File: src/rtl/irq_cmd_sequencer.sv
module irq_cmd_sequencer (
  input  logic       clk,
  input  logic       rst_n,
  input  logic       wr_en,
  input  logic       rd_en,
  input  logic       addr,
  input  logic [7:0] wdata,
  output logic [7:0] rdata,
  input  logic [7:0] irr_in,
  input  logic [7:0] isr_in,
  input  logic       poll_valid,
  input  logic [2:0] poll_line,
  output logic [7:0] vec_base,
  output logic       single_mode,
  output logic       fourth_req,
  output logic       auto_eoi,
  output logic       fully_nested,
  output logic       rot_auto_eoi,
  output logic       read_isr,
  output logic       special_mask,
  output logic       poll_armed,
  output logic [7:0] mask,
  output logic       init_busy,
  output logic       restart_stb,
  output logic       nseoi_stb,
  output logic       rot_nseoi_stb,
  output logic       seoi_stb,
  output logic       rot_seoi_stb,
  output logic       setprio_stb,
  output logic       ack_stb,
  output logic [2:0] op_line
);

  typedef enum logic [1:0] {ST_IDLE, ST_BASE, ST_CASC, ST_FOURTH} step_t;
  step_t step;

  logic wr_ctl, wr_dat, is_init, is_mode, poll_take;
  assign wr_ctl    = wr_en & ~addr;
  assign wr_dat    = wr_en & addr;
  assign is_init   = wdata[4];
  assign is_mode   = ~wdata[4] & wdata[3];
  assign poll_take = rd_en & ~wr_en & poll_armed;
  assign init_busy = (step != ST_IDLE);

  always_comb begin
    if (poll_armed)
      rdata = poll_valid ? {5'b10000, poll_line} : 8'h00;
    else if (addr)
      rdata = mask;
    else
      rdata = read_isr ? isr_in : irr_in;
  end

  always_ff @(posedge clk or negedge rst_n) begin
    if (!rst_n) begin
      step          <= ST_IDLE;
      vec_base      <= '0;
      single_mode   <= 1'b0;
      fourth_req    <= 1'b0;
      auto_eoi      <= 1'b0;
      fully_nested  <= 1'b0;
      rot_auto_eoi  <= 1'b0;
      read_isr      <= 1'b0;
      special_mask  <= 1'b0;
      poll_armed    <= 1'b0;
      mask          <= '0;
      restart_stb   <= 1'b0;
      nseoi_stb     <= 1'b0;
      rot_nseoi_stb <= 1'b0;
      seoi_stb      <= 1'b0;
      rot_seoi_stb  <= 1'b0;
      setprio_stb   <= 1'b0;
      ack_stb       <= 1'b0;
      op_line       <= '0;
    end else begin
      restart_stb   <= 1'b0;
      nseoi_stb     <= 1'b0;
      rot_nseoi_stb <= 1'b0;
      seoi_stb      <= 1'b0;
      rot_seoi_stb  <= 1'b0;
      setprio_stb   <= 1'b0;
      ack_stb       <= 1'b0;

      if (poll_take) begin
        poll_armed <= 1'b0;
        if (poll_valid) begin
          ack_stb <= 1'b1;
          op_line <= poll_line;
        end
      end

      if (wr_ctl) begin
        if (is_init) begin
          restart_stb  <= 1'b1;
          step         <= ST_BASE;
          vec_base     <= '0;
          mask         <= '0;
          auto_eoi     <= 1'b0;
          fully_nested <= 1'b0;
          rot_auto_eoi <= 1'b0;
          read_isr     <= 1'b0;
          special_mask <= 1'b0;
          poll_armed   <= 1'b0;
          single_mode  <= wdata[1];
          fourth_req   <= wdata[0];
        end else if (is_mode) begin
          if (wdata[2]) poll_armed   <= 1'b1;
          if (wdata[1]) read_isr     <= wdata[0];
          if (wdata[6]) special_mask <= wdata[5];
        end else begin
          case (wdata[7:5])
            3'd0, 3'd4: rot_auto_eoi <= wdata[7];
            3'd1: nseoi_stb <= 1'b1;
            3'd5: rot_nseoi_stb <= 1'b1;
            3'd3: begin seoi_stb     <= 1'b1; op_line <= wdata[2:0]; end
            3'd6: begin setprio_stb  <= 1'b1; op_line <= wdata[2:0]; end
            3'd7: begin rot_seoi_stb <= 1'b1; op_line <= wdata[2:0]; end
            default: ;
          endcase
        end
      end else if (wr_dat) begin
        case (step)
          ST_IDLE: mask <= wdata;
          ST_BASE: begin
            vec_base <= {wdata[7:3], 3'b000};
            if (single_mode) step <= fourth_req ? ST_FOURTH : ST_IDLE;
            else             step <= ST_CASC;
          end
          ST_CASC: step <= fourth_req ? ST_FOURTH : ST_IDLE;
          ST_FOURTH: begin
            fully_nested <= wdata[4];
            auto_eoi     <= wdata[1];
            step         <= ST_IDLE;
          end
          default: step <= ST_IDLE;
        endcase
      end
    end
  end

endmodule


File: config.mk
export PLATFORM = sky130hd
export DESIGN_NAME = irq_cmd_sequencer
export DESIGN_NICKNAME = d
export VERILOG_FILES = /design/src/rtl/irq_cmd_sequencer.sv
export SDC_FILE = /design/constraint.sdc
export NUM_CORES = 1
export LEC_CHECK = 0
export BUFFER_PORTS_ARGS = -buffer_cell sky130_fd_sc_hd__buf_2
export CAP_MARGIN = 20
export CORE_MARGIN = 2
export CORE_UTILIZATION = 50
export DETAILED_ROUTE_END_ITERATION = 8
export PLACE_DENSITY = 0.83
export SLEW_MARGIN = 0
export SYNTH_ARGS = -nofsm -noshare
export SYNTH_HDL_FRONTEND = slang
export SYNTH_SLANG_ARGS = --single-unit
File: constraint.sdc
create_clock -name clk -period 3.1 [get_ports clk]
set_input_delay 0.62 -clock clk [delete_from_list [all_inputs] [get_ports clk]]
set_output_delay 0.62 -clock clk [all_outputs]
set_load 0.02 [all_outputs]
== Word-level counts from Yosys, hierarchy flattened ==
Index checks and enable logic that the tools add are counted.
W data, S select, Z words.
Operators by class
  equal/unequal tests: 11
  muxes and demuxes: 68
  bitwise operators: 8
  reductions and logical operators: 22
Operator list (number)
  $mux W8: 11
  $mux W1: 45
  $reduce_and A3 Y1: 7
  $mux W3: 6
  $reduce_bool A2 Y1: 9
  $eq A3 B3 Y1 const B: 4
  $mux W2: 5
  $pmux W2 S3: 1
  $and A1 B1 Y1: 5
  $eq A2 B2 Y1 const B: 2
  $ne A2 B2 Y1 const B: 2
  $reduce_bool A4 Y1: 1
  $eq A3 B1 Y1 const B: 1
  $eq A3 B2 Y1 const B: 1
  $logic_not A3 Y1: 1
  $not A1 Y1: 3
  $reduce_or A3 Y1: 1
  $eq A2 B1 Y1 const B: 1
  $logic_not A2 Y1: 1
  $reduce_and A2 Y1: 1
  $reduce_or A2 Y1: 1
Storage, ports and cells
  bits in registers: 36
  input bits: 33
  output and inout bits: 43

== Longest topological paths before layout ==
  word-level depth: 8
  mapped depth: 4
  gate-level depth less buffers: 3

== Worst setup path after synthesis ==
OpenSTA, ideal clock, no wires.
  kind: input to output
  from: input addr
  to: output rdata[2]
  data arrival time: 1598 ps
  required time: 2480 ps
  path slack: 882 ps
  stages on the path: 4
  buffers on the path: 2
  path through: buf_2 -> buf_2 -> mux2i_1 -> o21ai_0
On the way
  longest elaborated chain between the ends: 2
RTL lines
  start, declared: RTL line 6  | input logic addr,
  $mux W8: RTL line 48  | else if (addr)
  $mux W8: RTL line 46  | if (poll_armed)
  end, declared: RTL line 8  | output logic [7:0] rdata,
No other way between the ends.

== Worst setup path after layout ==
  from: register read_isr
  to: output rdata[2]
On the way
  longest elaborated chain between the ends: 3
RTL lines
  start, declared: RTL line 19  | output logic read_isr,
  start signal, assigned: RTL line 108  | if (wdata[1]) read_isr <= wdata[0];
  $mux W8: RTL line 51  | rdata = read_isr ? isr_in : irr_in;
  $mux W8: RTL line 48
  $mux W8: RTL line 46
No other way between the ends.

==> flow_summary.toml <==
[status]
status = "finished, final reports clean"

[setup_path]
critPathRequiredTime_ns = 2.48
slowest_stage = "dfrtp_1"
cp-start-kind = "flop"
cp-end-kind = "output pin"
critPathArrivalTime_ns = 1.78
slowest_delay_ns = 0.63
crit_type = "reg -> out"
path_cells = "mux2_2, mux2i_1, o21ai_0, buf_2"
crit_fanout = 10

[timing]
skew_ns = 0.00571
slew-limit-headroom_pct = 50.3
rsz0062_at_grt = "false"
hold_viol = 0
worst_pin_slew_ns = 0.745
setup_violations = 0
finalCritPeriodShare_pct = 77.4
fmax_ghz = 0.417
setup-tns-final_ns = 0
min_period_ns = 2.40
slew_viol_final = 0

[global_route]
antenna_found_initial = 0
grt_overflow = 0
first_global_vias = 1491
track_usage_pct = 22.6
grt_pass1_wl_mm = 7.04
grt_max_degree = 34

[pwr]
ir_worst_vdd_mv = 0.403
leakage_nw = 1.12
p_per_area_nw_per_um2 = 684

[yosys]
syn-instance-count = 162
avgSynthCellArea_um2 = 10.9
synthTopCellsByArea = "dfrtp_1 47%, mux2_2 17%, mux2i_1 4.5%"
yosys_warnings = 0
ys_ff_latch = 33
yosysUniqueCellTypes = 38
ys_seq_area_share_pct = 46.7
synth_top_area_cell = "dfrtp_1"
synth_top_area_share_pct = 46.7
synth_area_um2 = 1770

[cts]
cts_setup_buffers = 0
htreeDepth = 2
cts.path.max_buffers = 2
worstSkewPairLatency_ns = 0.34
clock_sinks = 33
cts_resized = 0
cts_tree = "built"
clk_pin_slew_ns = 0.09
cts_hold_buffers = 0
cts_buffers = 5
cts_root_buffer = "clkbuf_4"

[detailed_routing]
detail-route-antenna-nets = 0
top_layer = "met4"
drt_first_iter_violations = 22
vias_per_cell = 5.45
wl_met3_um = 309
met2_length_mm = 1.94
dr.pass1.iters = 4
vias = 1511
routed_wirelength_mm = 4.21
met1_length_mm = 1.90
routedWlPerCell_um = 15.2
drcViolationCount = 0

[finish]
final_nets = 264
final_cells = 277
areaGrowthSynthToFinish_pct = 23.8
fin_area_um2 = 2190
fill_cells = 314
drive_above_1_share_pct = 46.3
n_antenna_cell = 0
mostFrequentLayoutCells = "72 x buf_2, 33 x dfrtp_1, 26 x mux2_2"
multiInputGateArea_um2 = 861
seqCellArea_um2 = 826
fin_util_pct = 65.1
final_common_cell = "buf_2"

[place]
gp_congestion = 0.806
portBuffers = 72
dp.cells = 270
post-dp-hpwl_mm = 3.06
dpl-instance-area_um2 = 2130

[die]
rows = 21
core_um2 = 3360
dieArea_um2 = 4030
die_w_um = 63.5
io_pins = 76
start_util_pct = 52.6
dieHeight_um = 63.5

[job]
cap_violations = 0

[hold_path]
hp-class = "in -> async"
[cell type report]
cell class	count	share of cell area [%]
clock buffer	7	2.51
inverter	6	1.03
multi-input combinational	112	39.3
sequential	33	37.7
tap	46	2.63
timing repair buffer	73	16.8
[routing by layer]
layer,global-route usage (%),up-vias
met3,6.61,5
met5,0,-
met2,36.7,65
met1,29.1,724
met4,7.07,0
li1,-,717
[synthesized netlist by cell type (all sizes together)]
| library cell | number |
|---|---|
| or3b | 1 |
| o22ai | 1 |
| nor2b | 2 |
| o31a | 1 |
| mux2 | 26 |
| a22o | 1 |
| nor2 | 8 |
| nand4 | 3 |
| nand3 | 4 |
| o2111ai | 1 |
| and4b | 1 |
| and4 | 1 |
| a41oi | 2 |
| a21oi | 3 |
| and3b | 2 |
| and2 | 5 |
| a21boi | 4 |
| o31ai | 1 |
| nand2b | 3 |
| a31oi | 1 |
| nand4b | 2 |
| nand3b | 3 |
| a221o | 2 |
| o21ai | 14 |
| nand2 | 5 |
| buf | 8 |
| and3 | 2 |
| a41o | 1 |
| dfrtp | 33 |
| nor3 | 1 |
| conb | 1 |
| clkbuf | 5 |
| mux2i | 8 |
| inv | 6 |
[logic make-up (layout without fill, tap and decap cells)]
| logic type | Yosys count | in the layout | share of synthesized area (%) |
|---|---|---|---|
| buf+inv | 19 | 86 | 5.02 |
| simple gates | 43 | 43 | 14.3 |
| compound gates | 32 | 32 | 12.7 |
| flops | 33 | 33 | 46.7 |
| other cells | 1 | 3 | 0.212 |
| mux | 34 | 34 | 21.1 |
[registers in the layout, indices dropped and copies added (netlist names), 2 cells and up]
name      flops
mask          8
op_line       3
step          2
vec_base      5
[report_power, final]
part           total [W]  leakage (nW)  internal [W]  switching (W)
logic           0.000611         0.672      0.000258       0.000353
clock network   0.000241        0.0314      0.000107       0.000134
registers       0.000647         0.420      0.000542       0.000104
total            0.00150          1.12      0.000907       0.000591
[per-stage QoR]
stage / total power (W) / setup WS (ns) / hold slack (ns)
CTS: 0.00151 / 0.709 / 0.343
detailed placement: 0.00126 / 0.858 / 0.495
finish: 0.00150 / 0.700 / 0.342
floorplan: 0.00105 / 0.882 / 0.324
global placement: 0.00125 / 0.907 / 0.489
global route: 0.00160 / 0.604 / 0.388
[worst max-delay path, delay by kind of cell (launching register included)]
| kind | cells | cell delay, ns |
|---|---|---|
| muxes | 2 | 0.54 |
| DFF | 1 | 0.63 |
| AOI/OAI and AO/OA | 1 | 0.09 |
| buffers and inverters | 1 | 0.18 |
[worst paths after layout]
| path | startpoint | end | slack (ns) | cells past startpoint |
|---|---|---|---|---|
| hold / removal | rst_n | single_mode | 0.34 | 1 |
| hold reg to reg | rot_auto_eoi | rot_auto_eoi | 0.51 | 2 |
| setup reg to reg | step[0] | mask[7] | 1.35 | 3 |
| max in group asynchronous | rst_n | rot_seoi_stb | 2.28 | 1 |
| setup / recovery | read_isr | rdata[2] | 0.70 | 4 |
| min in group clk | rot_auto_eoi | rot_auto_eoi | 0.51 | 2 |
No activity file was read; power rests on OpenSTA's default activity.
